--- src/rtl/tfp_pkg.sv ---
package tfp_pkg;
  // Origin of the fill currently owning the tag array
  typedef enum logic {
    SRC_DEMAND   = 1'b0,
    SRC_PREFETCH = 1'b1
  } fill_src_e;
endpackage

--- src/rtl/tfp_pf_queue.sv ---
// Circular first-in first-out store for prefetched line addresses.
// The storage array has no reset so that it maps onto RAM resources.
module tfp_pf_queue #(
  parameter int LINE_W = 26,
  parameter int DEPTH  = 4
) (
  input  logic              clk,
  input  logic              rst,
  input  logic              push_i,
  input  logic [LINE_W-1:0] line_i,
  input  logic              pop_i,
  output logic [LINE_W-1:0] head_o,
  output logic              empty_o
);
  localparam int PTR_W = (DEPTH > 1) ? $clog2(DEPTH) : 1;
  localparam int CNT_W = $clog2(DEPTH + 1);
  localparam logic [PTR_W-1:0] PTR_LAST = PTR_W'(DEPTH - 1);
  localparam logic [CNT_W-1:0] CNT_FULL = CNT_W'(DEPTH);

  logic [LINE_W-1:0] mem [DEPTH];
  logic [PTR_W-1:0]  wr_ptr, rd_ptr;
  logic [CNT_W-1:0]  count;
  logic              full, do_push, do_pop;

  assign full    = (count == CNT_FULL);
  assign empty_o = (count == '0);
  assign do_push = push_i && !full;
  assign do_pop  = pop_i && !empty_o;
  assign head_o  = mem[rd_ptr];

  always_ff @(posedge clk) begin
    if (do_push) mem[wr_ptr] <= line_i;
  end

  always_ff @(posedge clk) begin
    if (rst) begin
      wr_ptr <= '0;
      rd_ptr <= '0;
      count  <= '0;
    end else begin
      if (do_push) wr_ptr <= (wr_ptr == PTR_LAST) ? '0 : wr_ptr + 1'b1;
      if (do_pop)  rd_ptr <= (rd_ptr == PTR_LAST) ? '0 : rd_ptr + 1'b1;
      case ({do_push, do_pop})
        2'b10:   count <= count + 1'b1;
        2'b01:   count <= count - 1'b1;
        default: count <= count;
      endcase
    end
  end
endmodule

--- src/rtl/tfp_fill_timer.sv ---
// Counts the owned cycles of one fill, from FILL_CYC down to 1.
module tfp_fill_timer #(
  parameter int FILL_CYC = 4
) (
  input  logic clk,
  input  logic rst,
  input  logic start_i,
  output logic busy_o,
  output logic last_o,
  output logic free_o
);
  localparam int CNT_W = $clog2(FILL_CYC + 1);
  localparam logic [CNT_W-1:0] CNT_LOAD = CNT_W'(FILL_CYC);

  logic [CNT_W-1:0] cnt;

  always_ff @(posedge clk) begin
    if (rst)            cnt <= '0;
    else if (start_i)   cnt <= CNT_LOAD;
    else if (cnt != '0) cnt <= cnt - 1'b1;
  end

  assign busy_o = (cnt != '0);
  assign last_o = (cnt == CNT_W'(1));
  // Free at the next edge: either idle now or in the final owned cycle
  assign free_o = (cnt <= CNT_W'(1));
endmodule

--- src/rtl/tfp_arbiter.sv ---
// Fixed-priority choice of the next fill: demand before prefetch.
module tfp_arbiter (
  input  logic free_i,
  input  logic dmd_pend_i,
  input  logic q_empty_i,
  output logic start_o,
  output logic take_dmd_o,
  output logic take_pf_o
);
  always_comb begin
    take_dmd_o = free_i && dmd_pend_i;
    take_pf_o  = free_i && !dmd_pend_i && !q_empty_i;
    start_o    = take_dmd_o || take_pf_o;
  end
endmodule

--- src/rtl/tag_fill_port.sv ---
module tag_fill_port #(
  parameter int LINE_W   = 26,
  parameter int PF_DEPTH = 4,
  parameter int FILL_CYC = 4
) (
  input  logic              clk,
  input  logic              rst,
  input  logic              dmd_req,
  input  logic [LINE_W-1:0] dmd_line,
  input  logic              pf_req,
  input  logic [LINE_W-1:0] pf_line,
  input  logic              cpu_req,
  output logic              fill_start,
  output logic [LINE_W-1:0] fill_line,
  output logic              fill_is_pf,
  output logic              l2_wr,
  output logic              tag_busy,
  output logic              cpu_stall
);
  import tfp_pkg::*;

  logic              dmd_pend_q;
  logic [LINE_W-1:0] dmd_line_q;
  logic [LINE_W-1:0] q_head;
  logic              q_empty;
  logic              t_busy, t_last, t_free;
  logic              arb_start, arb_dmd, arb_pf;
  fill_src_e         src_q;

  tfp_pf_queue #(.LINE_W(LINE_W), .DEPTH(PF_DEPTH)) u_queue (
    .clk     (clk),
    .rst     (rst),
    .push_i  (pf_req),
    .line_i  (pf_line),
    .pop_i   (arb_pf),
    .head_o  (q_head),
    .empty_o (q_empty)
  );

  tfp_arbiter u_arb (
    .free_i     (t_free),
    .dmd_pend_i (dmd_pend_q),
    .q_empty_i  (q_empty),
    .start_o    (arb_start),
    .take_dmd_o (arb_dmd),
    .take_pf_o  (arb_pf)
  );

  tfp_fill_timer #(.FILL_CYC(FILL_CYC)) u_timer (
    .clk     (clk),
    .rst     (rst),
    .start_i (arb_start),
    .busy_o  (t_busy),
    .last_o  (t_last),
    .free_o  (t_free)
  );

  // Demand slot and granted-fill registers
  always_ff @(posedge clk) begin
    if (rst) begin
      dmd_pend_q <= 1'b0;
      dmd_line_q <= '0;
      fill_start <= 1'b0;
      fill_line  <= '0;
      src_q      <= SRC_DEMAND;
    end else begin
      fill_start <= arb_start;
      if (arb_start) begin
        fill_line <= arb_dmd ? dmd_line_q : q_head;
        src_q     <= arb_dmd ? SRC_DEMAND : SRC_PREFETCH;
      end
      if (!dmd_pend_q) begin
        if (dmd_req) begin
          dmd_pend_q <= 1'b1;
          dmd_line_q <= dmd_line;
        end
      end else if (arb_dmd) begin
        dmd_pend_q <= 1'b0;
      end
    end
  end

  assign fill_is_pf = (src_q == SRC_PREFETCH);
  assign tag_busy   = t_busy;
  assign l2_wr      = t_last;
  assign cpu_stall  = t_busy && cpu_req;
endmodule

--- config.mk ---
export PLATFORM = sky130hd
export DESIGN_NAME = tag_fill_port
export DESIGN_NICKNAME = d
export VERILOG_FILES = /design/src/rtl/tfp_pkg.sv /design/src/rtl/tfp_pf_queue.sv /design/src/rtl/tfp_fill_timer.sv /design/src/rtl/tfp_arbiter.sv /design/src/rtl/tag_fill_port.sv
export SDC_FILE = /design/constraint.sdc
export NUM_CORES = 1
export LEC_CHECK = 0
export ABC_AREA = 1
export BUFFER_PORTS_ARGS = -buffer_cell sky130_fd_sc_hd__buf_2
export CAP_MARGIN = 30
export CORE_MARGIN = 2
export CORE_UTILIZATION = 30
export CTS_CLUSTER_DIAMETER = 200
export DETAILED_ROUTE_END_ITERATION = 10
export GPL_TIMING_DRIVEN = 0
export MAX_ROUTING_LAYER = met4
export PLACE_DENSITY = 0.49
export SYNTH_ARGS = -nofsm -noshare
export SYNTH_HDL_FRONTEND = slang
export SYNTH_SLANG_ARGS = --single-unit
--- constraint.sdc ---
create_clock -name clk -period 2.2 [get_ports clk]
set_input_delay 0.44 -clock clk [delete_from_list [all_inputs] [get_ports clk]]
set_output_delay 0.44 -clock clk [all_outputs]
set_load 0.005 [all_outputs]
==> Word level (Yosys, flattened, before mapping) <==
Memory sizes are Yosys's and may differ from the RTL's. A register that Yosys moved wholly into a read port is not among the register bits.
Index checks and enable logic that the tools add are counted.
{ "classes": {"addsub": 5, "order_cmp": 1, "n_eq_ne": 6, "n_mux": 13, "n_bitwise": 1, "n_reduce_logical": 16} }
{ "op_table": {"columns": ["cell", "n"], "rows": [
  ["26-bit 2-to-1 mux", 1],
  ["2-bit 2-to-1 mux", 4],
  ["2-bit == test (second input constant)", 3],
  ["1-bit logical AND", 6],
  ["3-bit 2-to-1 mux", 2],
  ["3-bit one-hot mux with 2 select lines", 1],
  ["3-bit by 1-bit subtractor with 3-bit output (second input constant)", 2],
  ["1-bit 2-to-1 mux", 5],
  ["2-bit by 1-bit adder with 2-bit output (second input constant)", 2],
  ["2-bit nonzero test", 2],
  ["3-bit by 1-bit adder with 3-bit output (second input constant)", 1],
  ["3-bit by 1-bit == test with 1-bit output (second input constant)", 1],
  ["3-bit == test (second input constant)", 1],
  ["3-bit by 1-bit <= comparator with 1-bit output (second input constant)", 1],
  ["1-bit logical NOT", 3],
  ["3-bit logical NOT", 1],
  ["3-bit nonzero test", 1],
  ["2-bit by 1-bit == test with 1-bit output (second input constant)", 1],
  ["2-bit AND reduction", 1],
  ["2-bit OR reduction", 1],
  ["1-bit logical OR", 1],
  ["1-bit NOT", 1]
]} }
{ "totals": {"regBits": 65, "ramBits": 104, "inputBits": 57, "output_inout_bits": 31, "word_cells": 53, "memories": 1} }
{ "mem_list": {"columns": ["memory", "depth", "word_bits", "rd", "rd_ports_with_merged_regs", "write_ports", "line", "source"], "rows": [
  ["u_queue.mem", 4, 26, 1, 1, 1, "tfp_pf_queue.sv:20", "logic [LINE_W-1:0] mem [DEPTH];"]
]} }

==> Depth between registers and ports, before layout <==
{ "depth": {"depth_word": 6, "mapped_depth": 14, "ltp_nobuf": 13} }

==> Hierarchy <==
From an unflattened synthesis, not the netlist that was laid out.
{ "unflattened": {"hier_cells": 764, "area_unflattened_um2": 7109.3} }
{ "by_module_without_submodules": {"columns": ["module", "instances", "cells_per_inst", "area_per_inst_um2", "seq_area_each_um2"], "rows": [
  ["tfp_pf_queue", 1, 322, 4350.4, 3303.2],
  ["tag_fill_port", 1, 405, 2529.9, 1101.1],
  ["tfp_fill_timer", 1, 31, 203.9, 60.1],
  ["tfp_arbiter", 1, 6, 25.0, 0.0]
]} }

==> Least setup slack after synthesis <==
Ideal clock, no wire load.
{ "synth_path": {"kind": "register to register", "from": "register u_queue.count[0]", "to": "memory u_queue.mem[0][0] (enable)", "setup_ps": 409, "arrival_time_ps": 1787, "required_ps": 1791, "slack_ps": 4, "stages_incl_launch_ff": 5, "n_path_buf": 0, "synth_period_minus_slack_ps": 2196, "cell_sequence": "dfxtp_1 > nor2_2 > nand2_1 > nand2_1 > nor2_1"} }
{ "synth_via": {"elab_chain_cells": 5} }
{ "synth_rtl": {"columns": ["element", "line", "source"], "rows": [
  ["from (decl)", "tfp_pf_queue.sv:22", "logic [CNT_W-1:0] count;"],
  ["from (signal assigned)", "tfp_pf_queue.sv:44", "2'b10: count <= count + 1'b1;"],
  ["from (signal assigned)", "tfp_pf_queue.sv:45", "2'b01: count <= count - 1'b1;"],
  ["from (signal assigned)", "tfp_pf_queue.sv:46", "default: count <= count;"],
  ["3-bit == test", "tfp_pf_queue.sv:25", "assign full = (count == CNT_FULL);"],
  ["1-bit logical NOT", "tfp_pf_queue.sv:27", "assign do_push = push_i && !full;"],
  ["1-bit logical AND", "tfp_pf_queue.sv:27", null],
  ["1-bit 2-to-1 mux", "tfp_pf_queue.sv:32", "if (do_push) mem[wr_ptr] <= line_i;"],
  ["1-bit 2-to-1 mux (implied by the code)", "tfp_pf_queue.sv:32", null],
  ["to (decl)", "tfp_pf_queue.sv:20", null]
]} }
Every way passes these cells.

==> Final worst setup path <==
{ "layout_path": {"from": "register u_timer.cnt[1]", "to": "register u_queue.count[2]"} }
{ "layout_via": {"elab_chain_cells": 6, "elab_cells_between_ends": 8, "classes_between": "order compare (1); eq/ne (2); mux (1); reduce/logical (4)"} }
{ "layout_rtl": {"columns": ["element", "line", "source"], "rows": [
  ["from (decl)", "tfp_fill_timer.sv:15", "logic [CNT_W-1:0] cnt;"],
  ["from (signal assigned)", "tfp_fill_timer.sv:20", "else if (cnt != '0) cnt <= cnt - 1'b1;"],
  ["3-bit by 1-bit <= comparator with 1-bit output (*)", "tfp_fill_timer.sv:26", "assign free_o = (cnt <= CNT_W'(1));"],
  ["1-bit logical AND (*) (2 in series)", "tfp_arbiter.sv:12", "take_pf_o = free_i && !dmd_pend_i && !q_empty_i;"],
  ["1-bit logical AND (*)", "tfp_pf_queue.sv:28", "assign do_pop = pop_i && !empty_o;"],
  ["2-bit by 1-bit == test with 1-bit output / 2-bit == test (equally long branches)", "tfp_pf_queue.sv:43", "case ({do_push, do_pop})"],
  ["3-bit one-hot mux with 2 select lines / 2-bit nonzero test (equally long branches)", null, null]
]} }
Mark *: on every way between the ends. The rest lies on a longest branch, timed or not.
A chain may end at the register's enable or synchronous reset.

==> flow_summary.ini <==
[power_and_ir_drop]
power_density_mw_per_mm2 = 1270
finalPower_uw = 11200
p_leak_uw = 0.00413
ir_drop_uv = 580

[placement]
gp_congestion = 0.746
pre_cts_ws_ns = -0.0352
portBuffers = 87
hpwl_um = 12100

[floorplanning]
die-area_sq_mm = 0.0257
fp.dieW_um = 160
ios = 88
core_sq_mm = 0.0242
rows = 57
initial_core_util = 0.303
die_y_um = 160

[clock_tree]
clk_latency_ns = 0.42
cts_buffers = 17
h-tree-depth = 4
root_buffer = clkbuf_16
cts_sinks = 171
ctsHoldBuffers = 0
cts_tree = yes
clk_pin_slew_worst_paths_ns = 0.07
post_cts_buffers = 0
cts_buffer_depth = 2

[layout]
final_util = 0.364
final_common_cell = nand2_1
syn_to_final_growth_pct = 20.0
seq_area_sq_mm = 0.00447
drive_gt1_frac = 0.181
multi_input_area_sq_mm = 0.00218
fin_nets = 989
layout_common_cells = nand2_1 (244), inv_1 (116), nand3_1 (105), buf_2 (104), edfxtp_1 (104)
fill_cells = 2493

[logic_synthesis]
seq_area_frac_synth = 0.609
synth.area.top_cells = edfxtp_1 (43%), dfxtp_1 (18%), nand2_1 (13%)
synth_cells = 816
ys_types = 25
synth_area_sq_mm = 0.00733
ys_ff_latch = 171
yosysTopAreaCell = edfxtp_1
synth.avg_cell_area_sq_um = 8.98
yosys_warnings = 0
synth_top_area_frac = 0.426
syn_nets = 883

[timing]
worstMarginPinSlew_ns = 0.929
setup_viol = 0
rsz0062_at_grt = true
setup_ws_ns = 0.0903
drv_slew = 0
post-route-min-period_ns = 2.11
final.setup_skew_ns = 0.00759
hold_viol = 0
fmax_mhz = 474
min_period_over_period = 0.959
tns_ns = 0
max-slew-margin-rel = 0.379

[worst_setup_path]
crit_path_end_kind = flip-flop
cp-start-kind = flip-flop
crit_start = u_timer.cnt[1]
crit_required_ns = 2.56
crit_fanout = 10
r2r-start = u_timer.cnt[1]
critPathKind = reg -> reg
cp_data_arrival_time_ns = 2.47

[worst_hold_path]
min_from = pf_line[13]
hold_path.class = in -> reg

[detailed_routing]
routed_via_density = 4.14
drc = 0
routed_wl_um = 17500
dr.pass1.iters = 5
drtAntennaViolNets = 0
wire_per_inst_um = 13.9
route.vias.total = 5232
dr.first_iter.drc_count = 276

[global_route]
grt_max_degree = 27
grt_pass1_vias = 5018
grtUsageTotal = 0.148
grt_pass1_wl_um = 28100
grt.overflow.total = 0
antenna_found_initial = 5

[status]
status = completed

[job]
maxCapViolations = 0
==> logic make-up after synthesis <==
kind of cell,after synthesis,share of synthesized area
fa+ha+maj,10,0.0181
compound gates,42,0.0295
buf+inv,162,0.0982
simple gates,429,0.242
flops,171,0.609
xor+xnor,2,0.00239
==> through the flow <==
step                      instance area, sq um  hold slack [ns]  std cells
after CTS                                 8770            0.215       1259
after global routing                      8790            0.215       1264
final                                     8790            0.235       1264
after floorplan                           7330            0.456        816
after detailed placement                  8200            0.457       1227
after global placement                    8170            0.453       1227
==> sequential cells by signal, indices dropped and copies added (netlist names), 2 cells and up, named ones only <==
name and flops:
u_queue.wr_ptr 2, u_queue.rd_ptr 2, u_queue.mem 104, u_queue.count 3
dmd_line_q 26, u_timer.cnt 3, fill_line 26
==> cell usage after synthesis (all sizes together) <==
master,count
a21oi,8
nor2,73
ha,9
xor2,2
edfxtp,104
buf,31
fa,1
clkbuf,8
inv,123
nor3,1
o21ai,33
nand3,105
nand2,250
dfxtp,67
a21boi,1
==> worst max-delay path, stage by stage (launching register included) <==
cell     delay, ns
dfxtp_2       0.34
inv_1         0.07
ha_1          0.19
nand2_2       0.08
nand2_2       0.08
buf_6         0.16
nand2_2       0.09
inv_2         0.06
ha_2          0.19
fa_2          0.34
nor2_1        0.10
nor2_1        0.05
nand2_1       0.08
o21ai_0       0.07
a21oi_1       0.13
==> timing repair <==
item | CTS | global route
endpoints found under the setup margin | 1 | 54
endpoints found under the hold margin | 0 | 0
gates resized for setup | 2 | 4
==> power breakdown <==
| part | switching (uW) | internal (uW) | total [uW] |
|---|---|---|---|
| Sequential | 252 | 3990 | 4250 |
| Clock | 1250 | 1670 | 2930 |
| Combinational | 2600 | 1390 | 3990 |
==> layer usage <==
layer / global-route usage / up-vias / part of all wire
met2: 0.226 / 101 / 0.46
li1: - / 2795 / -
met3: 0.0369 / 11 / 0.053
met1: 0.194 / 2325 / 0.48
met4: 0.0467 / 0 / 0.0091
met5: - / - / 0
==> final cells by class <==
type	instances	share of cell area
Multi-Input combinational cell	483	0.248
Timing Repair Buffer	87	0.0495
Antenna cell	5	0.00142
Buffer	39	0.0293
Clock buffer	18	0.0488
Sequential cell	171	0.508
Clock inverter	14	0.0162
Tap cell	324	0.0461
Inverter	123	0.0525
==> final timing paths <==
path                   endpoint  slack [ns]  depth (start not counted)
max            u_queue.count[2]        0.09                         14
min          u_queue.mem[3][13]        0.23                          1
max reg2reg    u_queue.count[2]        0.09                         14
min reg2reg       fill_line[23]        0.46                          2
Power figures use the tool's default switching activity.
